File: config.mk
export PLATFORM = sky130hd
export DESIGN_NAME = split_timebase
export DESIGN_NICKNAME = d
export VERILOG_FILES = /design/src/rtl/stbc_pkg.sv /design/src/rtl/stbc_prescaler.sv /design/src/rtl/stbc_counter.sv /design/src/rtl/stbc_reader.sv /design/src/rtl/split_timebase.sv
export SDC_FILE = /design/constraint.sdc
export NUM_CORES = 2
export LEC_CHECK = 0
export ABC_AREA = 1
export ABC_CLOCK_PERIOD_IN_PS = 23400
export BUFFER_PORTS_ARGS = -buffer_cell sky130_fd_sc_hd__buf_2
export CAP_MARGIN = 20
export CELL_PAD_IN_SITES_DETAIL_PLACEMENT = 1
export CELL_PAD_IN_SITES_GLOBAL_PLACEMENT = 2
export CORE_ASPECT_RATIO = 0.9
export CORE_UTILIZATION = 31
export DETAILED_ROUTE_END_ITERATION = 10
export PLACE_DENSITY_LB_ADDON = 0.1
export SYNTH_ARGS = -nofsm -noshare
export SYNTH_HDL_FRONTEND = slang
export SYNTH_SLANG_ARGS = --single-unit
File: constraint.sdc
create_clock -name clk -period 23.4 [get_ports clk]
set_input_delay 4.68 -clock clk [delete_from_list [all_inputs] [get_ports clk]]
set_output_delay 4.68 -clock clk [all_outputs]
set_load 0.05 [all_outputs]
File: src/rtl/stbc_pkg.sv
package stbc_pkg;
    parameter int CNT_W  = 64;
    parameter int HALF_W = CNT_W / 2;
    parameter int DIV_W  = 16;

    typedef enum logic [1:0] {
        RD_IDLE,
        RD_HI0,
        RD_LO,
        RD_HI1
    } rd_state_e;

    typedef struct packed {
        logic [HALF_W-1:0] hi;
        logic [HALF_W-1:0] lo;
    } tstamp_t;

    // ticks times doubled divider, halved
    function automatic logic [CNT_W-1:0] ticks_to_core(
        input logic [CNT_W-1:0] ticks,
        input logic [DIV_W-1:0] d2
    );
        logic [CNT_W+DIV_W-1:0] prod;
        prod = {{DIV_W{1'b0}}, ticks} * {{CNT_W{1'b0}}, d2};
        return prod[CNT_W:1];
    endfunction
endpackage

File: src/rtl/stbc_prescaler.sv
module stbc_prescaler
    import stbc_pkg::*;
(
    input  logic             clk,
    input  logic             rst,
    input  logic             clr,
    input  logic [DIV_W-1:0] div2,
    output logic             tick
);
    localparam int ACC_W = DIV_W + 1;

    logic [ACC_W-1:0] acc;
    logic [ACC_W-1:0] sum;

    always_comb begin
        sum  = acc + ACC_W'(2);
        tick = (sum >= {1'b0, div2});
    end

    always_ff @(posedge clk) begin
        if (rst || clr) acc <= '0;
        else if (tick)  acc <= sum - {1'b0, div2};
        else            acc <= sum;
    end

    // accumulator stays below the divider while the divider is steady
    a_r2_acc_bound: assert property (@(posedge clk) disable iff (rst)
        (clr || div2 < DIV_W'(2) || !$stable(div2)) || (acc < {1'b0, div2}));

    // with a divider of at least 2 ticks, two ticks never come back to back
    a_r2_tick_gap: assert property (@(posedge clk) disable iff (rst)
        (tick && !clr && div2 >= DIV_W'(4)) |=> (!tick || !$stable(div2) || $past(clr)));
endmodule

File: src/rtl/stbc_counter.sv
module stbc_counter
    import stbc_pkg::*;
(
    input  logic             clk,
    input  logic             rst,
    input  logic             tick,
    input  logic             load,
    input  logic [CNT_W-1:0] load_val,
    output tstamp_t          cnt
);
    always_ff @(posedge clk) begin
        if (rst) begin
            cnt <= '0;
        end else if (load) begin
            cnt <= load_val;
        end else if (tick) begin
            cnt.lo <= cnt.lo + HALF_W'(1);
            if (&cnt.lo) cnt.hi <= cnt.hi + HALF_W'(1);
        end
    end

    // carry into the upper half on wrap of the lower half
    a_r3_carry: assert property (@(posedge clk) disable iff (rst)
        (tick && !load && (&cnt.lo)) |=> (cnt.lo == '0 && cnt.hi == $past(cnt.hi) + HALF_W'(1)));

    // no wrap, upper half holds
    a_r3_hold_hi: assert property (@(posedge clk) disable iff (rst)
        (!load && !(tick && (&cnt.lo))) |=> (cnt.hi == $past(cnt.hi)));

    // load takes the preload value
    a_r8_load: assert property (@(posedge clk) disable iff (rst)
        load |=> (cnt == $past(load_val)));
endmodule

File: src/rtl/stbc_reader.sv
module stbc_reader
    import stbc_pkg::*;
#(
    parameter int RETRY_W = 8
) (
    input  logic               clk,
    input  logic               rst,
    input  logic               req,
    input  tstamp_t            cnt,
    output logic               ack,
    output logic               busy,
    output tstamp_t            data,
    output logic [RETRY_W-1:0] retries
);
    rd_state_e          state;
    logic [HALF_W-1:0]  hi_first;
    logic [HALF_W-1:0]  lo_samp;

    assign busy = (state != RD_IDLE);

    always_ff @(posedge clk) begin
        if (rst) begin
            state    <= RD_IDLE;
            hi_first <= '0;
            lo_samp  <= '0;
            data     <= '0;
            ack      <= 1'b0;
            retries  <= '0;
        end else begin
            ack <= 1'b0;
            unique case (state)
                RD_IDLE: if (req) state <= RD_HI0;
                RD_HI0: begin
                    hi_first <= cnt.hi;
                    state    <= RD_LO;
                end
                RD_LO: begin
                    lo_samp <= cnt.lo;
                    state   <= RD_HI1;
                end
                RD_HI1: begin
                    if (cnt.hi == hi_first) begin
                        data  <= '{hi: hi_first, lo: lo_samp};
                        ack   <= 1'b1;
                        state <= RD_IDLE;
                    end else begin
                        if (!(&retries)) retries <= retries + RETRY_W'(1);
                        state <= RD_HI0;
                    end
                end
                default: state <= RD_IDLE;
            endcase
        end
    end

    // acknowledge is a single-cycle pulse, given only when idle
    a_r4_ack_pulse: assert property (@(posedge clk) disable iff (rst)
        ack |=> !ack);
    a_r4_ack_idle: assert property (@(posedge clk) disable iff (rst)
        ack |-> !busy);

    // mismatch of upper samples restarts the sequence with busy held
    a_r5_retry: assert property (@(posedge clk) disable iff (rst)
        (state == RD_HI1 && cnt.hi != hi_first) |=> (busy && state == RD_HI0));

    // returned upper half equals the second upper sample
    a_r6_untorn: assert property (@(posedge clk) disable iff (rst)
        $rose(ack) |-> (data.hi == $past(cnt.hi)));

    // saturated retry count stays saturated
    a_r7_saturate: assert property (@(posedge clk) disable iff (rst)
        (&retries) |=> (&retries));
endmodule

File: src/rtl/split_timebase.sv
module split_timebase
    import stbc_pkg::*;
#(
    parameter int RETRY_W = 8
) (
    input  logic               clk,
    input  logic               rst,
    input  logic [DIV_W-1:0]   div2,
    input  logic               load,
    input  logic [CNT_W-1:0]   load_val,
    input  logic               rd_req,
    output logic               rd_ack,
    output logic               rd_busy,
    output logic [CNT_W-1:0]   rd_data,
    output logic [RETRY_W-1:0] rd_retries,
    input  logic               cap_start,
    input  logic               cap_stop,
    output logic [CNT_W-1:0]   elapsed
);
    logic             tick;
    tstamp_t          cnt;
    tstamp_t          rd_word;
    logic [CNT_W-1:0] snap_a;
    logic [CNT_W-1:0] snap_b;

    stbc_prescaler u_pre (
        .clk  (clk),
        .rst  (rst),
        .clr  (load),
        .div2 (div2),
        .tick (tick)
    );

    stbc_counter u_cnt (
        .clk      (clk),
        .rst      (rst),
        .tick     (tick),
        .load     (load),
        .load_val (load_val),
        .cnt      (cnt)
    );

    stbc_reader #(.RETRY_W(RETRY_W)) u_rd (
        .clk     (clk),
        .rst     (rst),
        .req     (rd_req),
        .cnt     (cnt),
        .ack     (rd_ack),
        .busy    (rd_busy),
        .data    (rd_word),
        .retries (rd_retries)
    );

    assign rd_data = rd_word;

    always_ff @(posedge clk) begin
        if (rst) begin
            snap_a <= '0;
            snap_b <= '0;
        end else begin
            if (cap_start) snap_a <= cnt;
            if (cap_stop)  snap_b <= cnt;
        end
    end

    assign elapsed = ticks_to_core(snap_b - snap_a, div2);

    // start strobe captures the live counter
    a_r9_start_cap: assert property (@(posedge clk) disable iff (rst)
        cap_start |=> (snap_a == $past(cnt)));
    // busy and acknowledge never overlap
    a_r1_ack_busy: assert property (@(posedge clk) disable iff (rst)
        !(rd_ack && rd_busy));
endmodule

; ---- Yosys cells after proc, flatten, opt, wreduce, memory -nomap -nowiden
; Index checks and enable logic that the tools add are counted.
[classes]
add_sub_neg = 6
mul = 1
n_lt_le_gt_ge = 1
n_eq_ne = 5
muxes = 8
bitwise = 3
reduce_logical = 11
[op_table]
columns = cell, count
row1 = $mux W64, 2
row2 = $mul A64 B16 Y65, 1
row3 = $add A32 B1 Y32 const B, 2
row4 = $sub A64 B64 Y64, 1
row5 = $eq A32 B32 Y1, 1
row6 = $mux W32, 1
row7 = $reduce_and A32 Y1, 1
row8 = $add A17 B2 Y17 const B, 1
row9 = $ge A17 B16 Y1, 1
row10 = $mux W17, 1
row11 = $sub A17 B16 Y17, 1
row12 = $add A8 B1 Y8 const B, 1
row13 = $pmux W2 S4, 1
row14 = $reduce_and A8 Y1, 1
row15 = $reduce_bool A2 Y1, 3
row16 = $eq A2 B2 Y1 const B, 2
row17 = $reduce_and A2 Y1, 2
row18 = $not A1 Y1, 3
row19 = $reduce_and A3 Y1, 1
row20 = $eq A2 B1 Y1 const B, 1
row21 = $logic_not A2 Y1, 1
row22 = $mux W1, 2
row23 = $mux W2, 1
row24 = $ne A2 B2 Y1 const B, 1
row25 = 2 further kinds, 2
[word_totals]
reg_bits = 348
input_bits = 86
out_inout_bits = 138
wordCells = 47

; ---- Logic depth before layout (Yosys ltp)
[logic_depth]
word_depth = 4
mapped_depth = 45
mapped_depth_nobuf = 45

; ---- Cells and area by module
; Synthesis repeated with hierarchy kept, for this count alone.
[hier_totals]
hier_cells = 6921
hier_area_um2 = 49185.9
[modules_own_cells]
columns = mod, n_inst, cells_each, area_each_um2, seq_area_each_um2
row1 = split_timebase, 1, 5108, 37054.3, 2562.5
row2 = stbc_reader, 1, 721, 5567.8, 2782.7
row3 = stbc_counter, 1, 758, 4520.6, 1281.2
row4 = stbc_prescaler, 1, 334, 2043.2, 340.3

; ---- Worst setup path after synthesis
; No wires, ideal clock.
[synth_timing]
path_type = input -> output
start = input port div2[1]
end = output port elapsed[45]
arrival_ns = 11.251
t_required_ns = 18.720
setup_slack_ns = 7.469
cell_stages = 31
n_path_buf = 2
cell_sequence = clkbuf_1 clkbuf_1 nand2_1 fa_1 inv_1 fa_1 inv_1 fa_1 inv_1 fa_1 inv_1 fa_1 inv_1 fa_1 ha_1 a21oi_1 inv_1 a31oi_1 a21boi_1 o21ai_0 a21boi_1 inv_1 nand2_1 nand2_1 nand2_1 nand2_1 nand2_1 nand2_1 a21oi_1 o21ai_0 xor2_1
[synth_between]
elab_chain_len = 1
[synth_rtl]
columns = item, line
row1 = start: declaration, split_timebase.sv:8  ; input logic [DIV_W-1:0] div2,
row2 = $mul A64 B16 Y65, stbc_pkg.sv:24  ; prod = {{DIV_W{1'b0}}, ticks} * {{CNT_W{1'b0}}, d2};
row3 = end: declaration, split_timebase.sv:18  ; output logic [CNT_W-1:0] elapsed
; Every way passes these cells.

; ---- Worst setup path after layout
[layout_timing]
start = input port div2[7]
end = output port elapsed[63]
; The elaborated chain is that of the path after synthesis.

==> results_dict.tcl <==
set metrics [dict create \
    seqCellArea_um2 6970 \
    met1_length_um 85200 \
    clkLatencyLatePin_ps 560 \
    crit_top_cell "inv_1" \
    antenna_found_initial 6 \
    cts_buffer_depth 3 \
    clock-root-buffer "clkbuf_16" \
    syn_to_final_growth_pct 8.86 \
    grt_pass1_vias 45100 \
    grt_max_degree 133 \
    nets 7481 \
    post_cts_resized 0 \
    dpl.cell_count 8389 \
    syn_area_per_cell_um2 7.37 \
    synth-edff-count 0 \
    cp.arrival_ps 12530 \
    postSynth.asyncResetShare_pct 0 \
    dpl.hpwl_um 143000 \
    syn_area_um2 47100 \
    crit_path_start_kind "input port" \
    cts_tree "yes" \
    seq_area_frac_synth_pct 14.8 \
    cp_num_buf_inv 10 \
    drt_wl_total_um 177000 \
    die_area_um2 154000 \
    diodes 0 \
    drt_first_iter_violations 1969 \
    drc_errors 0 \
    post_cts_buffers 0 \
    synth_cells 6392 \
    cts-buffers-inserted 35 \
    final_cells 8452 \
    met2_length_um 83600 \
    ys_ff_latch 348 \
    maxSlewHeadroom_pct 33.2 \
    met3_length_um 6130 \
    cts_htree_levels 2 \
    top_layer_used "met5" \
    finalSetupViolCount 0 \
    fmax_mhz 58.1 \
    fin_skew_ps 29.6 \
    slowest_stage "a21oi_1" \
    first_pass_iters 5 \
    end_kind "output port" \
    status "finished clean" \
    crit_family "adder cells" \
    ys_types 62 \
    synth_top_cell_area_share_pct 32.6 \
    hp-class "register to register" \
    rows 135 \
    syn_nets 7432 \
    multi_input_area_um2 34000 \
    min_period_ps 17210 \
    setup_tns_ps 0 \
    drive_gt1_share_pct 6.65 \
    criticalPathCategory "input port to output port" \
    cp_slowest_stage_delay_ps 700 \
    pin_count 224 \
    timing.final.hold_violations 0 \
    clkSlewWorstSetupHoldPaths_ps 70 \
    cp.required_ps 18720 \
    fp.dieH_um 372 \
    max_cap_violations 0 \
    yosysTopAreaCell "fa_1" \
    ant_nets 0 \
    postLayoutCoreUtil_pct 34.0 \
    track_usage_pct 23.5 \
    grt_pass1_wl_um 276000 \
    core_um2 151000 \
    vias 41300 \
    synth_top_flop_cell "dfxtp_1" \
    avgViaCountPerCell 4.89 \
    overflow 0 \
    slew_violations 0 \
    worstMarginPinSlew_ps 1000 \
    rsz0062_at_grt "no" \
    cts_hold_buf 0 \
    yosysWarnings 0 \
    numClockSinks 348 \
    floorplan.die.width_um 413 \
    finalCritPeriodShare_pct 73.5 \
    path_max_fanout 36 \
    place_congestion 0.908 \
    initial_utilization_pct 31.3 \
    synth_area_leaders "fa_1, dfxtp_1, nand2_1" \
    fill_cells 18600 \
    place.port_buffers 223 \
    avgRoutedWirePerCell_um 21.0 \
]
==> synthesized netlist by cell type (8+ instances only) <==
library cell  instances
o21bai_1             26
clkbuf_1            238
nor4_1               20
nand2_1            1348
a21boi_0              8
inv_1              1342
ha_1                186
nor2_1              600
or2_2                41
a21oi_1             441
a31oi_1              54
nor3_1               39
nand3_1             122
buf_1                11
a21o_1                9
nand4_1              36
clkinv_1             27
o21ai_0             366
o21ai_1              24
o22ai_1              19
xor2_1               90
buf_2                 9
xnor2_1              80
dfxtp_1             348
fa_1                768
a22oi_1              29
a31oi_2              13
==> sequential cells by signal, summed over array words and instances (netlist names) <==
| name | cells |
|---|---|
| u_rd.hi_first | 32 |
| u_rd.lo_samp | 32 |
| snap_b | 64 |
| u_rd.retries | 8 |
| u_rd.ack | 1 |
| snap_a | 64 |
| u_pre.acc | 17 |
| u_cnt.cnt | 64 |
| u_rd.data | 64 |
| u_rd.state | 2 |
==> worst min-delay path: cells and delay by family (launching register included) <==
kind	cells	cell delay, ps
AO/OA/AOI/OAI	1	50
buffers and inverters	1	40
flip-flops	1	310
==> kinds of logic after synthesis <==
group	share of synthesized area, %
XOR/XNOR	3.16
AND/OR/NAND/NOR	19.2
adder cells (fa/ha/maj)	37.6
AO/OA/AOI/OAI	12.1
flip-flops	14.8
buffers and inverters	13.1
==> final timing paths <==
check,slack (ps),startpoint,to,depth (start not counted)
worst min register to register,440,u_rd.data[30],u_rd.data[30],2
worst min-delay path,440,u_rd.data[30],u_rd.data[30],2
worst max register to register,17840,u_pre.acc[1],u_cnt.cnt[38],23
worst max-delay path,6190,div2[7],elapsed[63],29
==> cell type report <==
class | instances | area share [%]
Timing Repair Buffer | 274 | 2.95
Tap cell | 1986 | 4.84
Clock inverter | 16 | 0.356
Sequential cell | 348 | 13.6
Multi-Input combinational cell | 4405 | 66.3
Clock buffer | 46 | 1.92
Inverter | 1377 | 10.1
==> layer usage <==
layer  vias to the layer above  global-route usage [%]
li1                      19500                       -
met1                     21100                    32.8
met2                       600                    39.9
met3                       128                    2.32
met4                         8                    3.09
met5                         -                       0
==> through the flow <==
| step | hold slack [ps] | setup WS (ps) | instance area [um^2] |
|---|---|---|---|
| 3_3_place_gp | 431 | 6090 | 50100 |
| 6_report | 441 | 6190 | 51300 |
| 2_1_floorplan | 440 | 7470 | 47100 |
| 4_1_cts | 444 | 6070 | 51300 |
| 3_5_place_dp | 434 | 6080 | 50100 |
| 5_1_grt | 467 | 5600 | 51300 |
==> placed cells by master, fill, tap and decap left out, drive strengths merged, types with 37 or more instances in the layout <==
cell,instances
xor2,90
dfxtp,348
xnor2,80
fa,768
nor2,606
a21oi,444
inv,1354
o21ai,392
buf,273
nand2,1351
ha,186
clkbuf,46
a31oi,67
nand3,128
nand4,37
or2,42
nor3,44
Power is left out: the tool's default activity adds up to more than one toggle a clock period on the data nets, which glitch-free logic cannot reach.
